==> src/rtl/pwm_aq_pkg.sv <==
package pwm_aq_pkg;

  typedef enum logic [1:0] {
    ACT_NONE   = 2'b00,
    ACT_LOW    = 2'b01,
    ACT_HIGH   = 2'b10,
    ACT_TOGGLE = 2'b11
  } act_e;

  typedef enum logic [1:0] {
    RLD_ZERO   = 2'b00,
    RLD_PERIOD = 2'b01,
    RLD_EITHER = 2'b10,
    RLD_NOW    = 2'b11
  } rld_e;

  localparam int NUM_EV   = 4;   // zero, period, cmpa, cmpb, rising rank
  localparam int FLD_W    = 2;
  localparam int RLD_LSB  = 6;
  localparam int FRC_STEP = 2;

  // bit offset of each event's action field in the action word
  function automatic int ev_field_lsb(input int idx);
    case (idx)
      0:       return 0;
      1:       return 2;
      2:       return 4;
      default: return 8;
    endcase
  endfunction

  function automatic logic apply_action(input logic cur, input act_e a);
    case (a)
      ACT_LOW:    return 1'b0;
      ACT_HIGH:   return 1'b1;
      ACT_TOGGLE: return ~cur;
      default:    return cur;
    endcase
  endfunction

  function automatic logic force_valid(input logic [1:0] code);
    return code == 2'b01 || code == 2'b10;
  endfunction

  function automatic logic force_level(input logic [1:0] code);
    return code == 2'b10;
  endfunction

  function automatic logic reload_hit(input rld_e m, input logic z, input logic p);
    case (m)
      RLD_ZERO:   return z;
      RLD_PERIOD: return p;
      RLD_EITHER: return z | p;
      default:    return 1'b1;
    endcase
  endfunction

endpackage

==> src/rtl/aq_event_sel.sv <==
module aq_event_sel
  import pwm_aq_pkg::*;
#(
  parameter int CTL_W = 16
) (
  input  logic [CTL_W-1:0]  ctl,
  input  logic [NUM_EV-1:0] ev,
  output act_e              win_code,
  output logic              any_ev
);

  logic [FLD_W-1:0] field [NUM_EV];

  generate
    for (genvar g = 0; g < NUM_EV; g++) begin : g_fld
      assign field[g] = ctl[ev_field_lsb(g) +: FLD_W];
    end
  endgenerate

  // higher index overrides lower: cmpb > cmpa > period > zero
  always_comb begin
    win_code = ACT_NONE;
    for (int i = 0; i < NUM_EV; i++) begin
      if (ev[i]) win_code = act_e'(field[i]);
    end
  end

  assign any_ev = |ev;

endmodule

==> src/rtl/aq_force_ctrl.sv <==
module aq_force_ctrl
  import pwm_aq_pkg::*;
#(
  parameter int REG_W    = 16,
  parameter int CHAN_SEL = 0
) (
  input  logic             clk,
  input  logic             rst_n,
  input  logic             tick,
  input  logic             ev_zero,
  input  logic             ev_period,
  input  logic             frc_wr,
  input  logic [REG_W-1:0] frc_wdata,
  input  logic             rld_wr,
  input  logic [REG_W-1:0] rld_wdata,
  output logic [1:0]       frc_shadow,
  output logic [1:0]       frc_active,
  output rld_e             rld_mode,
  output logic             load,
  output logic [1:0]       eff_code
);

  localparam int FRC_LSB = CHAN_SEL * FRC_STEP;

  logic [1:0] wr_field;

  generate
    if (CHAN_SEL == 0) begin : g_chan_a
      assign wr_field = frc_wdata[1:0];
    end else begin : g_chan_b
      assign wr_field = frc_wdata[FRC_LSB +: FLD_W];
    end
  endgenerate

  assign load     = tick && reload_hit(rld_mode, ev_zero, ev_period);
  assign eff_code = load ? frc_shadow : frc_active;

  always_ff @(posedge clk or negedge rst_n) begin
    if (!rst_n) begin
      rld_mode <= RLD_ZERO;
    end else if (rld_wr) begin
      rld_mode <= rld_e'(rld_wdata[RLD_LSB +: FLD_W]);
    end
  end

  always_ff @(posedge clk or negedge rst_n) begin
    if (!rst_n) begin
      frc_shadow <= 2'b00;
    end else if (frc_wr) begin
      frc_shadow <= wr_field;
    end
  end

  always_ff @(posedge clk or negedge rst_n) begin
    if (!rst_n) begin
      frc_active <= 2'b00;
    end else if (load) begin
      frc_active <= frc_shadow;
    end
  end

endmodule

==> src/rtl/aq_out_stage.sv <==
module aq_out_stage
  import pwm_aq_pkg::*;
(
  input  logic       clk,
  input  logic       rst_n,
  input  logic       tick,
  input  act_e       win_code,
  input  logic [1:0] eff_code,
  output logic       eff_valid,
  output logic       eff_level,
  output logic       pwm_q
);

  logic nxt;

  assign eff_valid = force_valid(eff_code);
  assign eff_level = force_level(eff_code);
  assign nxt       = eff_valid ? eff_level : apply_action(pwm_q, win_code);

  always_ff @(posedge clk or negedge rst_n) begin
    if (!rst_n) begin
      pwm_q <= 1'b0;
    end else if (tick) begin
      pwm_q <= nxt;
    end
  end

endmodule

==> src/rtl/pwm_action_qual.sv <==
module pwm_action_qual
  import pwm_aq_pkg::*;
#(
  parameter int REG_W    = 16,
  parameter int CHAN_SEL = 0
) (
  input  logic             clk,
  input  logic             rst_n,
  input  logic             tb_tick,
  input  logic             ev_zero,
  input  logic             ev_period,
  input  logic             ev_cmpa_up,
  input  logic             ev_cmpb_up,
  input  logic             act_wr,
  input  logic [REG_W-1:0] act_wdata,
  input  logic             frc_wr,
  input  logic [REG_W-1:0] frc_wdata,
  input  logic             rld_wr,
  input  logic [REG_W-1:0] rld_wdata,
  output logic             pwm_out
);

  logic [REG_W-1:0]  act_ctl;
  logic [NUM_EV-1:0] ev_vec;
  act_e              win_code;
  logic              any_ev;
  logic [1:0]        frc_shadow;
  logic [1:0]        frc_active;
  rld_e              rld_mode;
  logic              load;
  logic [1:0]        eff_code;
  logic              eff_valid;
  logic              eff_level;

  assign ev_vec = {ev_cmpb_up, ev_cmpa_up, ev_period, ev_zero};

  always_ff @(posedge clk or negedge rst_n) begin
    if (!rst_n) begin
      act_ctl <= '0;
    end else if (act_wr) begin
      act_ctl <= act_wdata;
    end
  end

  aq_event_sel #(.CTL_W(REG_W)) u_sel (
    .ctl      (act_ctl),
    .ev       (ev_vec),
    .win_code (win_code),
    .any_ev   (any_ev)
  );

  aq_force_ctrl #(.REG_W(REG_W), .CHAN_SEL(CHAN_SEL)) u_frc (
    .clk        (clk),
    .rst_n      (rst_n),
    .tick       (tb_tick),
    .ev_zero    (ev_zero),
    .ev_period  (ev_period),
    .frc_wr     (frc_wr),
    .frc_wdata  (frc_wdata),
    .rld_wr     (rld_wr),
    .rld_wdata  (rld_wdata),
    .frc_shadow (frc_shadow),
    .frc_active (frc_active),
    .rld_mode   (rld_mode),
    .load       (load),
    .eff_code   (eff_code)
  );

  aq_out_stage u_out (
    .clk       (clk),
    .rst_n     (rst_n),
    .tick      (tb_tick),
    .win_code  (win_code),
    .eff_code  (eff_code),
    .eff_valid (eff_valid),
    .eff_level (eff_level),
    .pwm_q     (pwm_out)
  );

endmodule

==> config.mk <==
export PLATFORM = sky130hd
export DESIGN_NAME = pwm_action_qual
export DESIGN_NICKNAME = d
export VERILOG_FILES = /design/src/rtl/pwm_aq_pkg.sv /design/src/rtl/aq_event_sel.sv /design/src/rtl/aq_force_ctrl.sv /design/src/rtl/aq_out_stage.sv /design/src/rtl/pwm_action_qual.sv
export SDC_FILE = /design/constraint.sdc
export NUM_CORES = 1
export LEC_CHECK = 0
export BUFFER_PORTS_ARGS = -buffer_cell sky130_fd_sc_hd__buf_2
export CORE_MARGIN = 4
export CORE_UTILIZATION = 39
export CTS_CLUSTER_DIAMETER = 100
export DETAILED_ROUTE_END_ITERATION = 10
export GPL_TIMING_DRIVEN = 0
export PLACE_DENSITY = 0.91
export SETUP_SLACK_MARGIN = 0.3
export SLEW_MARGIN = 30
export SYNTH_ARGS = -nofsm -noshare
export SYNTH_HDL_FRONTEND = slang
export SYNTH_SLANG_ARGS = --single-unit
==> constraint.sdc <==
create_clock -name clk -period 5.02 [get_ports clk]
set_input_delay 0 -clock clk [delete_from_list [all_inputs] [get_ports clk]]
set_output_delay 0 -clock clk [all_outputs]
set_load 0.005 [all_outputs]
# ---- Yosys cells after proc, flatten, opt, wreduce, memory -nomap -nowiden
# Index checks and enable logic that the tools add are counted.
dict set report op_classes {
  order_cmp 0
  n_reduce_logical 5
  bitwise_logic 2
  n_div 0
  n_eq_ne 7
  multipliers 0
  mux 8
  add_sub_neg 0
  n_shift 0
}
# op n
set ops {}
lappend ops {{two-way mux 2 bit} 5}
lappend ops {{== test 2 bit, second input constant} 4}
lappend ops {{== test 2 x 1 -> 1 bit, second input constant} 3}
lappend ops {{one-hot mux 1 bit (3 select lines)} 2}
lappend ops {{nonzero test 4 bit} 1}
lappend ops {{zero test 2 bit} 1}
lappend ops {{AND reduction 2 bit} 1}
lappend ops {{logical AND 1 bit} 1}
lappend ops {{logical OR 1 bit} 1}
lappend ops {{two-way mux 1 bit} 1}
lappend ops {{inverter 1 bit} 1}
lappend ops {{OR 1 bit} 1}
dict set report word_totals {
  mem_bits_rw 0
  romBits 0
  in_bits 58
  latch_bits 0
  mem_count 0
  output_inout_bits 1
  reg_bits 17
  word_cells 27
}

# ---- Logic depth before layout (Yosys ltp)
# Gate-level depths: netlist of the first run.
dict set report logic_depth {
  ltp_word 8
  depth_mapped 9
  mapped_depth_nobuf 9
}

# ---- Modules after synthesis
# From an unflattened synthesis of the first run, not the netlist that was laid out.
dict set report unflattened {
  cells_unflattened 71
  hier_area_um2 1054.8
}
# mod seq_area_each_um2 cells_each n_inst area_each_um2
set by_module_without_submodules {}
lappend by_module_without_submodules {pwm_action_qual 400.4 34 1 649.4}
lappend by_module_without_submodules {aq_force_ctrl 150.1 17 1 255.2}
lappend by_module_without_submodules {aq_event_sel 0.0 11 1 78.8}
lappend by_module_without_submodules {aq_out_stage 25.0 9 1 71.3}

# ---- Worst setup path after synthesis of the first run
# OpenSTA, ideal clock, no wires.
dict set report synth_timing {
  path_kind {register -> register}
  start {register u_frc.rld_mode[0]}
  end {register u_out.pwm_q}
  path_buffers 0
  setup_slack_ns 3.125
  period_less_slack_ns 1.895
  t_arrival_ns 1.765
  path_stages_with_launch 7
  required_ns 4.890
  setup_time_ns 0.130
  path_cell_list {dfrtp_1 > o311ai_2 > mux2_4 > ha_1 > o21ai_0 > a41oi_1 > o22ai_1}
}
dict set report synth_between {
  elab_chain_cells 8
  word_cells_on_any_way 12
  cone_classes {eq/ne: 4; mux: 3; reduce/logical: 5}
}
# item line
set synth_lines {}
lappend synth_lines {{start, declared} aq_force_ctrl.sv:18} ;# output rld_e rld_mode,
lappend synth_lines {{start signal, assigned} aq_force_ctrl.sv:42} ;# rld_mode <= rld_e'(rld_wdata[RLD_LSB +: FLD_W]);
lappend synth_lines {{== test 2 bit, or another cell as far along} pwm_aq_pkg.sv:50} ;# case (m)
lappend synth_lines {{one-hot mux 1 bit (3 select lines) *} pwm_aq_pkg.sv:50}
lappend synth_lines {{logical AND 1 bit *} aq_force_ctrl.sv:35} ;# assign load = tick && reload_hit(rld_mode, ev_zero, ev_period);
lappend synth_lines {{two-way mux 2 bit *} aq_force_ctrl.sv:36} ;# assign eff_code = load ? frc_shadow : frc_active;
lappend synth_lines {{named net eff_code[1]} pwm_action_qual.sv:31} ;# logic [1:0] eff_code;
lappend synth_lines {{== test 2 x 1 -> 1 bit or == test 2 bit (tied branches)} {pwm_aq_pkg.sv:42, pwm_aq_pkg.sv:46}}
lappend synth_lines {{logical OR 1 bit} pwm_aq_pkg.sv:42} ;# return code == 2'b01 || code == 2'b10;
lappend synth_lines {{nonzero test 4 bit (no source line)} n/a}
lappend synth_lines {{AND reduction 2 bit (no source line)} n/a}
lappend synth_lines {{end signal, assigned} aq_out_stage.sv:24} ;# pwm_q <= nxt;
lappend synth_lines {{end, declared} aq_out_stage.sv:11} ;# output logic pwm_q
# The timed path passes the listed nets; every way through them passes the cells marked *.
# A chain may end at the register's enable or synchronous reset.

# ---- Worst setup path after layout of the first run
# Same ends and word-level chain as after synthesis.

==> results of run 1 <==
[registers in the layout (all words and copies together), names as in the netlist]
| register | flops |
|---|---|
| act_ctl | 8 |
| u_frc.frc_shadow | 2 |
| u_frc.rld_mode | 2 |
| u_out.pwm_q | 1 |
| u_frc.frc_active | 2 |
[worst max-delay path, stage by stage, from the launching register on]
cell,delay (ns)
dfrtp_1,0.43
o311ai_2,0.47
mux2_4,0.35
ha_1,0.31
o21ai_0,0.11
a41oi_1,0.22
o22ai_1,0.12
[how the worst min path moves through the flow]
| stage | startpoint | endpoint | slack [ns] | depth (start not counted) |
|---|---|---|---|---|
| after floorplan | rst_n | act_ctl[0] | -0.30 | 0 |
| after global placement | rst_n | act_ctl[5] | -0.09 | 1 |
| after detailed placement | rst_n | act_ctl[9] | -0.08 | 1 |
| after CTS | rld_wr | u_frc.rld_mode[0] | 0.009 | 2 |
| after global routing | tb_tick | u_out.pwm_q | 0.02 | 3 |
| final | tb_tick | u_out.pwm_q | 0.02 | 3 |
[metrics by stage]
step | util, % | cell area [um2] | hold WS [ns] | power, mW | worst slack (ns)
CTS | 63.58 | 1013 | 0.008563 | 0.2916 | 2.900
detailed placement | 51.88 | 827.0 | -0.07989 | 0.2117 | 2.991
global placement | 51.88 | 827.0 | -0.08805 | 0.2065 | 3.035
finish | 64.21 | 1023 | 0.01918 | 0.2925 | 2.897
global route | 64.21 | 1023 | 0.02435 | 0.3139 | 2.784
floorplan | - | 691.9 | -0.2956 | 0.1858 | 3.125
[layout by cell type, fill, tap and decap left out]
cell type,n
o22ai_1,1
inv_1,3
buf_2,21
dlygate4sd3_1,17
nand3_1,1
a211oi_1,1
a21oi_1,2
mux2i_1,1
clkbuf_4,3
dfrtp_1,15
nor2_1,2
a41oi_1,1
nor2b_1,2
mux2_4,2
o21ai_0,2
o21ai_1,1
o311ai_2,1
clkbuf_1,2
a221oi_1,1
ha_1,1
nand2_1,3
a211o_1,1
mux2_1,11
nand3b_1,1
[power by group]
group          internal [mW]  switching, mW
Clock                 0.0309         0.0394
Combinational         0.0424         0.0301
Sequential             0.138         0.0114
Total                  0.212         0.0809
[area by class of cell]
cell class                      count  area (um2)
Buffer                              1       3.754
Clock buffer                        4       26.28
Fill cell                         126       570.5
Inverter                            3       11.26
Multi-Input combinational cell     35       301.5
Sequential cell                    15       375.4
Tap cell                           24       30.03
Timing Repair Buffer               38       275.3
[cells by family (layout without fill, tap and decap cells)]
family | Yosys count | count (layout) | share of synthesized area [%]
compound gates | 11 | 11 | 11.76
buf+inv | 4 | 46 | 2.169
mux | 14 | 14 | 23.69
fa+ha+maj | 1 | 1 | 1.808
simple gates | 9 | 9 | 6.329
flops | 15 | 15 | 54.25
[per-layer routing]
metal	wire length (um)	vias up
met5	0	-
met4	65	0
met3	80	9
met2	913	22
met1	582	283
li1	-	282
[repair_timing]
action | CTS | global route
setup endpoints to repair | 0 | 0
resized for setup | 0 | 0
hold buffers | 16 | 1
setup buffers | 0 | 0
hold endpoints to repair | 27 | 1
==> results by group, run 1 <==
Floorplanning
  – Starting Density: 43.41%
  – # rows: 14
  – Die height: 50.12 um
  – Area of the core: 1594 um2
  – Die ar.: 2512 um2
  – Die W: 50.12 um
  – Ports: 59

Critical path
  – FF-to-FF End: u_out.pwm_q
  – Reg-to-reg setup timing slack: 2.90 ns
  – CP Capture Type: flop
  – CP arrival: 2.29 ns
  – CP Max Fanout: 4
  – Startpoint Class: flop
  – Worst setup path start: u_frc.rld_mode[0]
  – Critical Path End: u_out.pwm_q
  – R2r worst-path depth: 6
  – Crit Reg-Reg Startpoint: u_frc.rld_mode[0]
  – WP data required: 5.19 ns
  – WS Path Type: reg2reg

Logic synthesis
  – Synth Warn #: 0
  – Syn Area/Cell: 12.81 um2
  – Synth Register Bits: 15
  – Synthesized area: 691.9 um2
  – Area share of the largest cell type after synthesis: 54.25%
  – Count leader, synth: dfrtp_1
  – Top cells by count, synth: dfrtp_1, mux2_1, inv_1, nand2_1
  – Cell taking the most area after synthesis: dfrtp_1
  – Post-synthesis async set-or-reset flop share: 100.0%
  – Post-synth EDFFs: 0
  – Synth area leaders: dfrtp_1, mux2_1, mux2_4
  – Part of the Yosys area used for sequential elements: 54.25%
  – Unique masters post-synth: 21
  – Mapped Nets: 113
  – Cells after synthesis: 54
  – Main synth FF type: dfrtp_1

Global routing
  – Met3 usage: 4.217%
  – Met2 usage: 28.91%
  – Busiest grt layer: met2
  – Global-route wire length before repair: 2.925 mm
  – Largest net degree at the start of global routing: 16
  – Antenna violations before repair: 0
  – All-Layer GR Usage: 15.78%
  – Grt ovf: 0
  – Number of global-route vias before repair: 674
  – Met1 global-route usage: 16.10%

Cells and area
  – Synth-to-layout area growth: 47.92%
  – Nets: 156
  – Share of cells above drive strength 1: 28.13%
  – Final std cells w/o fill: 120
  – Antenna cells: 0

Timing
  – Max transition margin: 69.45%
  – Worst-Margin Slew: 0.4582 ns
  – RSZ-0062 raised after global routing: false
  – Tcrit/Tclk final: 42.29%
  – Setup Skew: 0.005291 ns
  – Maximum clock frequency: 471.0 MHz
  – Slew Viols, Final: 0
  – Final min period: 2.123 ns
  – Hold Vio Cnt, Final: 0
  – Final setup fails: 0
  – Setup_tns: 0 ns

Job
  – MaxCap Viol Count: 0

Detailed routing
  – Via-to-Cell Ratio: 4.967
  – Antenna-violating nets left: 0
  – Wire length per cell: 13.68 um
  – # DRC: 0
  – Drt total wl: 1.642 mm
  – DR iter-0 viols: 5
  – DRT Pass-1 Iters: 4
  – Routed via count: 596

Worst hold path
  – Worst hold path class: in2reg

CTS
  – Clk_lat worst skew: 0.29 ns
  – CTS H-Tree Depth: 1
  – CTS sink cnt: 15
  – CTS buffer count: 3
  – CTS tree: built
  – Clk slew on worst S/H paths: 0.09 ns
  – Clock Path Buffers: 2
  – CTS root buffer: clkbuf_4

Pwr
  – Worst IR drop on VDD: 0.2384 mV
  – Leak pwr: 0.4717 nW
  – PD cells: 285.8 nW/um2

Place
  – # placed instances: 99
  – PortBufs: 21
  – Routability congestion estimate from global placement: 0.7875
  – Final HPWL DP: 1.107 mm

Run status
  – Outcome: complete, no violations
No activity file was read; power rests on OpenSTA's default activity.
==> run 2, diff against run 1 <==
--- a/config.mk
+++ b/config.mk
@@ -7,11 +7,11 @@
 export LEC_CHECK = 0
 export BUFFER_PORTS_ARGS = -buffer_cell sky130_fd_sc_hd__buf_2
 export CORE_MARGIN = 4
-export CORE_UTILIZATION = 39
+export CORE_UTILIZATION = 36
 export CTS_CLUSTER_DIAMETER = 100
 export DETAILED_ROUTE_END_ITERATION = 10
 export GPL_TIMING_DRIVEN = 0
-export PLACE_DENSITY = 0.91
+export PLACE_DENSITY = 0.85
 export SETUP_SLACK_MARGIN = 0.3
 export SLEW_MARGIN = 30
 export SYNTH_ARGS = -nofsm -noshare
==> constraint.sdc (replaced) <==
create_clock -name clk -period 2.1 [get_ports clk]
set_input_delay 0 -clock clk [delete_from_list [all_inputs] [get_ports clk]]
set_output_delay 0 -clock clk [all_outputs]
set_load 0.005 [all_outputs]
==> results by group, run 2 (synthesis gave the netlist of run 1 again) <==
Cells and area
  – Antenna cells: 0
  – Most frequent cells in the layout: buf_2, dlygate4sd3_1, dfrtp_1
  – Largest register FFs: 8
  – Commonest non-fill, non-tap cell in the layout: buf_2
  – Share of cells above drive strength 1: 34.69%
  – Synth-to-layout area growth: 56.24%
  – Nets: 158
  – Biggest register: act_ctl

Timing
  – Max transition margin: 68.34%
  – RSZ-0062 raised after global routing: true
  – Hold Vio Cnt, Final: 0
  – Slew Viols, Final: 0
  – Tcrit/Tclk final: 91.94%
  – Maximum clock frequency: 517.9 MHz
  – Worst-Margin Slew: 0.4748 ns
  – Final setup fails: 0
  – Setup slack after layout: 0.1692 ns
  – Setup Skew: 0.006111 ns
  – Setup_tns: 0 ns
  – Final min period: 1.931 ns

Run status
  – Outcome: complete, no violations

Floorplanning
  – Ports: 59
  – Area of the core: 1783 um2
  – Die W: 51.84 um
  – Starting Density: 38.81%
  – Die height: 51.84 um
  – # rows: 15
  – Die ar.: 2687 um2

Detailed routing
  – DR iter-0 viols: 5
  – Antenna-violating nets left: 0
  – DRT Pass-1 Iters: 4
  – Via-to-Cell Ratio: 4.984
  – # DRC: 0
  – Routed via count: 613
  – Drt total wl: 1.631 mm
  – Wire length per cell: 13.26 um

Critical path
  – CP Max Fanout: 4
  – Worst stage delay on the critical path: 0.41 ns
  – WP data required: 2.26 ns
  – WS Path Type: reg2reg
  – CP arrival: 2.09 ns
  – Ordered list of cells on the worst path: nor2b_1 -> a211o_1 -> o311ai_4 -> mux2_4 -> ha_4 -> o21ai_2 -> a41oi_2 -> o22ai_2
  – Buffers & Inverters on Critical Path: 0
  – Delay-heaviest family, CP: compound AO/OA/AOI/OAI gates
  – CP Capture Type: flop
  – Startpoint Class: flop
  – CP max stage cell: dfrtp_2

Global routing
  – Number of global-route vias before repair: 659
  – Global-route wire length before repair: 2.704 mm
  – All-Layer GR Usage: 13.28%
  – Grt ovf: 0
  – Largest net degree at the start of global routing: 16
  – Antenna violations before repair: 0

Pwr
  – Leak pwr: 0.4872 nW
  – PD cells: 679.1 nW/um2
  – Worst IR drop on VDD: 0.3192 mV

CTS
  – CTS root buffer: clkbuf_4
  – Clk slew on worst S/H paths: 0.09 ns
  – CTS buffer count: 3
  – CTS tree: built
  – CTS H-Tree Depth: 1
  – Clk_lat worst skew: 0.28 ns
  – CTS sink cnt: 15
  – Clock Path Buffers: 2

Job
  – MaxCap Viol Count: 0

Place
  – Dpl ws: 0.1632 ns
  – PortBufs: 21
  – Routability congestion estimate from global placement: 0.8019
  – Final HPWL DP: 1.078 mm

Worst hold path
  – Worst hold path class: in2reg
-- run 2: worst register-to-register path: stages, from the launching register on --
cell,delay (ns)
dfrtp_2,0.41
nor2b_1,0.06
a211o_1,0.30
o311ai_4,0.10
mux2_4,0.36
ha_4,0.29
o21ai_2,0.05
a41oi_2,0.17
o22ai_2,0.10
-- run 2: final timing paths --
| check | from | end | slack, ns | depth (start not counted) |
|---|---|---|---|---|
| worst max-delay path | u_frc.rld_mode[0] | u_out.pwm_q | 0.17 | 8 |
| worst min-delay path | tb_tick | u_out.pwm_q | 0.04 | 3 |
| max in group asynchronous | rst_n | u_frc.rld_mode[0] | 1.68 | 2 |
| worst min register to register | act_ctl[8] | act_ctl[8] | 0.51 | 1 |
| worst max register to register | u_frc.rld_mode[0] | u_out.pwm_q | 0.17 | 8 |
| min in group asynchronous | rst_n | u_out.pwm_q | 0.14 | 2 |
-- run 2: report_power, final --
part / switching (mW) / total (mW) / internal (mW)
registers: 0.0283 / 0.359 / 0.331
clock network: 0.0882 / 0.162 / 0.0736
logic: 0.0872 / 0.213 / 0.126
-- run 2: stage by stage --
| step | utilization [%] | instance area, um2 | power [mW] | hold slack, ns | instances |
|---|---|---|---|---|---|
| final | 60.63 | 1081 | 0.7341 | 0.03975 | 123 |
| after global routing | 60.63 | 1081 | 0.7826 | 0.06865 | 123 |
| after CTS | 59.16 | 1055 | 0.7133 | 0.05933 | 122 |
| after detailed placement | 47.72 | 850.8 | 0.5225 | -0.07895 | 100 |
| after global placement | 47.72 | 850.8 | 0.5110 | -0.09218 | 100 |
| after floorplan | - | 714.4 | 0.4595 | -0.2956 | 54 |
-- run 2: repair_timing --
action | 4_1_cts | 5_1_grt
buffers inserted | 1 | 1
resized for setup | 0 | 4
pin swaps | 0 | 4
endpoints found under the hold margin | 27 | 0
hold buffers | 17 | 0
setup endpoints to repair | 1 | 1
-- run 2: routing by layer --
metal | global-route usage (%) | vias up | part of all wire (%) | wire length, um
met4 | 6.114 | 0 | 3.5 | 57
met5 | 0 | - | 0 | 0
met2 | 24.06 | 19 | 53 | 865
li1 | - | 285 | - | -
met3 | 2.006 | 6 | 3.6 | 59
met1 | 15.06 | 303 | 40 | 650
-- run 2: cell type report --
class,count,area [um2]
Buffer,1,3.754
Clock buffer,4,26.28
Fill cell,149,701.9
Inverter,3,11.26
Multi-Input combinational cell,35,341.6
Sequential cell,15,376.6
Tap cell,25,31.28
Timing Repair Buffer,40,290.3
==> run 3, diff against run 2 <==
--- a/config.mk
+++ b/config.mk
@@ -7,13 +7,14 @@
 export LEC_CHECK = 0
 export BUFFER_PORTS_ARGS = -buffer_cell sky130_fd_sc_hd__buf_2
 export CORE_MARGIN = 4
-export CORE_UTILIZATION = 36
+export CORE_UTILIZATION = 44
 export CTS_CLUSTER_DIAMETER = 100
 export DETAILED_ROUTE_END_ITERATION = 10
 export GPL_TIMING_DRIVEN = 0
-export PLACE_DENSITY = 0.85
+export PLACE_DENSITY = 0.89
 export SETUP_SLACK_MARGIN = 0.3
 export SLEW_MARGIN = 30
 export SYNTH_ARGS = -nofsm -noshare
 export SYNTH_HDL_FRONTEND = slang
+export SYNTH_HIERARCHICAL = 1
 export SYNTH_SLANG_ARGS = --single-unit
==> results by group, run 3 <==
Critical path
  – Worst setup path start: u_frc/rld_mode[1]
  – Startpoint Class: flop
  – Delay-heaviest family, CP: compound AO/OA/AOI/OAI gates
  – WP data required: 2.26 ns
  – Ordered list of cells on the worst path: a211o_1 -> o311ai_4 -> mux2_4 -> ha_4 -> nand3_2 -> o21ai_1 -> a21oi_1
  – Worst stage delay on the critical path: 0.42 ns
  – CP Max Fanout: 3
  – Buffers & Inverters on Critical Path: 0
  – Crit Reg-Reg Startpoint: u_frc/rld_mode[1]
  – CP Capture Type: flop
  – WS Path Type: reg2reg
  – CP arrival: 2.01 ns
  – CP max stage cell: dfrtp_1

Detailed routing
  – DRT Pass-1 Iters: 4
  – Met2 wire length: 1.030 mm
  – Routed via count: 622
  – Drt total wl: 1.943 mm
  – Antenna-violating nets left: 0
  – Metal-1 WL: 751 um
  – # DRC: 0
  – Wire length per cell: 17.04 um
  – DR WL met3: 112 um
  – Via-to-Cell Ratio: 5.456
  – Top Layer Used: met4
  – DR iter-0 viols: 15

Cells and area
  – Nets: 158
  – Util after Layout: 72.65%
  – Most frequent cells in the layout: dlygate4sd3_1, buf_2, dfrtp_1
  – Biggest register: act_ctl
  – Share of cells above drive strength 1: 43.88%
  – Largest register FFs: 8
  – Synth-to-layout area growth: 54.04%
  – Number of fill cells: 95
  – Cell area after layout: 1120 um2
  – Antenna cells: 0

Global routing
  – Largest net degree at the start of global routing: 16
  – Global-route wire length before repair: 3.208 mm
  – Grt ovf: 0
  – All-Layer GR Usage: 17.32%
  – Number of global-route vias before repair: 703
  – Antenna violations before repair: 0

Floorplanning
  – Die height: 48.65 um
  – # rows: 14
  – Ports: 59
  – Starting Density: 47.16%
  – Die W: 48.65 um
  – Area of the core: 1541 um2
  – Die ar.: 2366 um2

Place
  – Final HPWL DP: 1.123 mm
  – PortBufs: 21
  – Routability congestion estimate from global placement: 0.7516
  – DP Area: 852.1 um2

Pwr
  – PD cells: 665.2 nW/um2
  – Worst IR drop on VDD: 0.5493 mV
  – Final Power: 0.7450 mW
  – Leak pwr: 0.5119 nW

Timing
  – Final min period: 1.854 ns
  – Slew Viols, Final: 0
  – RSZ-0062 raised after global routing: true
  – Setup_tns: 0 ns
  – Worst-Margin Slew: 0.3368 ns
  – Hold Vio Cnt, Final: 0
  – Max transition margin: 77.55%
  – Tcrit/Tclk final: 88.27%
  – Setup Skew: 0.002838 ns
  – Maximum clock frequency: 539.5 MHz
  – Hold Slack: 0.1091 ns
  – Final setup fails: 0

CTS
  – Setup bufs post-CTS: 0
  – Clock Path Buffers: 2
  – CTS root buffer: clkbuf_4
  – Clk_lat worst skew: 0.27 ns
  – CTS sink cnt: 15
  – CTS tree: built
  – CTS buffer count: 3
  – Clk slew on worst S/H paths: 0.09 ns
  – CTS H-Tree Depth: 1

Logic synthesis
  – Syn Area/Cell: 13.98 um2
  – Synthesized area: 726.9 um2
  – Mapped Nets: 111
  – Cells after synthesis: 52
  – Synth Warn #: 6

Run status
  – Outcome: complete, no violations

Worst hold path
  – Min-delay src: act_wr
  – Worst hold path class: in2reg

Job
  – MaxCap Viol Count: 0
==> run 3: cell type report <==
class | count | area [um2] | area share (%)
tap | 16 | 20.02 | 1.788
multi-input combinational | 32 | 340.3 | 30.39
sequential | 15 | 375.4 | 33.52
timing repair buffer | 42 | 315.3 | 28.16
buffer | 2 | 31.28 | 2.793
inverter | 3 | 11.26 | 1.006
clock buffer | 4 | 26.28 | 2.346
==> run 3: worst paths after layout <==
kind | to | slack [ns] | depth (start not counted)
setup reg to reg | u_out/pwm_q | 0.25 | 7
min in group asynchronous | act_ctl[0] | 0.16 | 2
hold / removal | act_ctl[9] | 0.11 | 3
max in group asynchronous | u_frc/frc_shadow[0] | 1.70 | 2
hold reg to reg | act_ctl[4] | 0.53 | 1
setup / recovery | u_out/pwm_q | 0.25 | 7
==> run 3: stage by stage <==
step	std cells	setup slack, ns
after detailed placement	89	0.2262
final	114	0.2463
after global routing	114	0.1869
after global placement	89	0.3061
after CTS	113	0.2733
after floorplan	52	0.3498
==> run 3: routing by layer <==
metal / global-route usage (%) / up-vias
met5: 0 / -
met2: 29.35 / 23
li1: - / 280
met3: 4.601 / 6
met4: 8.969 / 0
met1: 19.65 / 313
==> run 3: what timing repair did <==
action | CTS | global route
hold buffers | 20 | 1
setup endpoints to repair | 1 | 1
gates resized for setup | 4 | 0
pin swaps | 4 | 0
endpoints found under the hold margin | 28 | 1
==> run 3: worst reg2reg max path: cells and delay by family (launching register included) <==
family	cells	cell delay [ns]
compound gates	4	0.61
fa+ha+maj	1	0.28
flops	1	0.42
mux	1	0.36
simple gates	1	0.07
==> run 3: power breakdown <==
part | internal, mW | total, mW | switching [mW]
Clock | 0.0735 | 0.159 | 0.0859
Combinational | 0.137 | 0.227 | 0.0903
Sequential | 0.330 | 0.359 | 0.0286
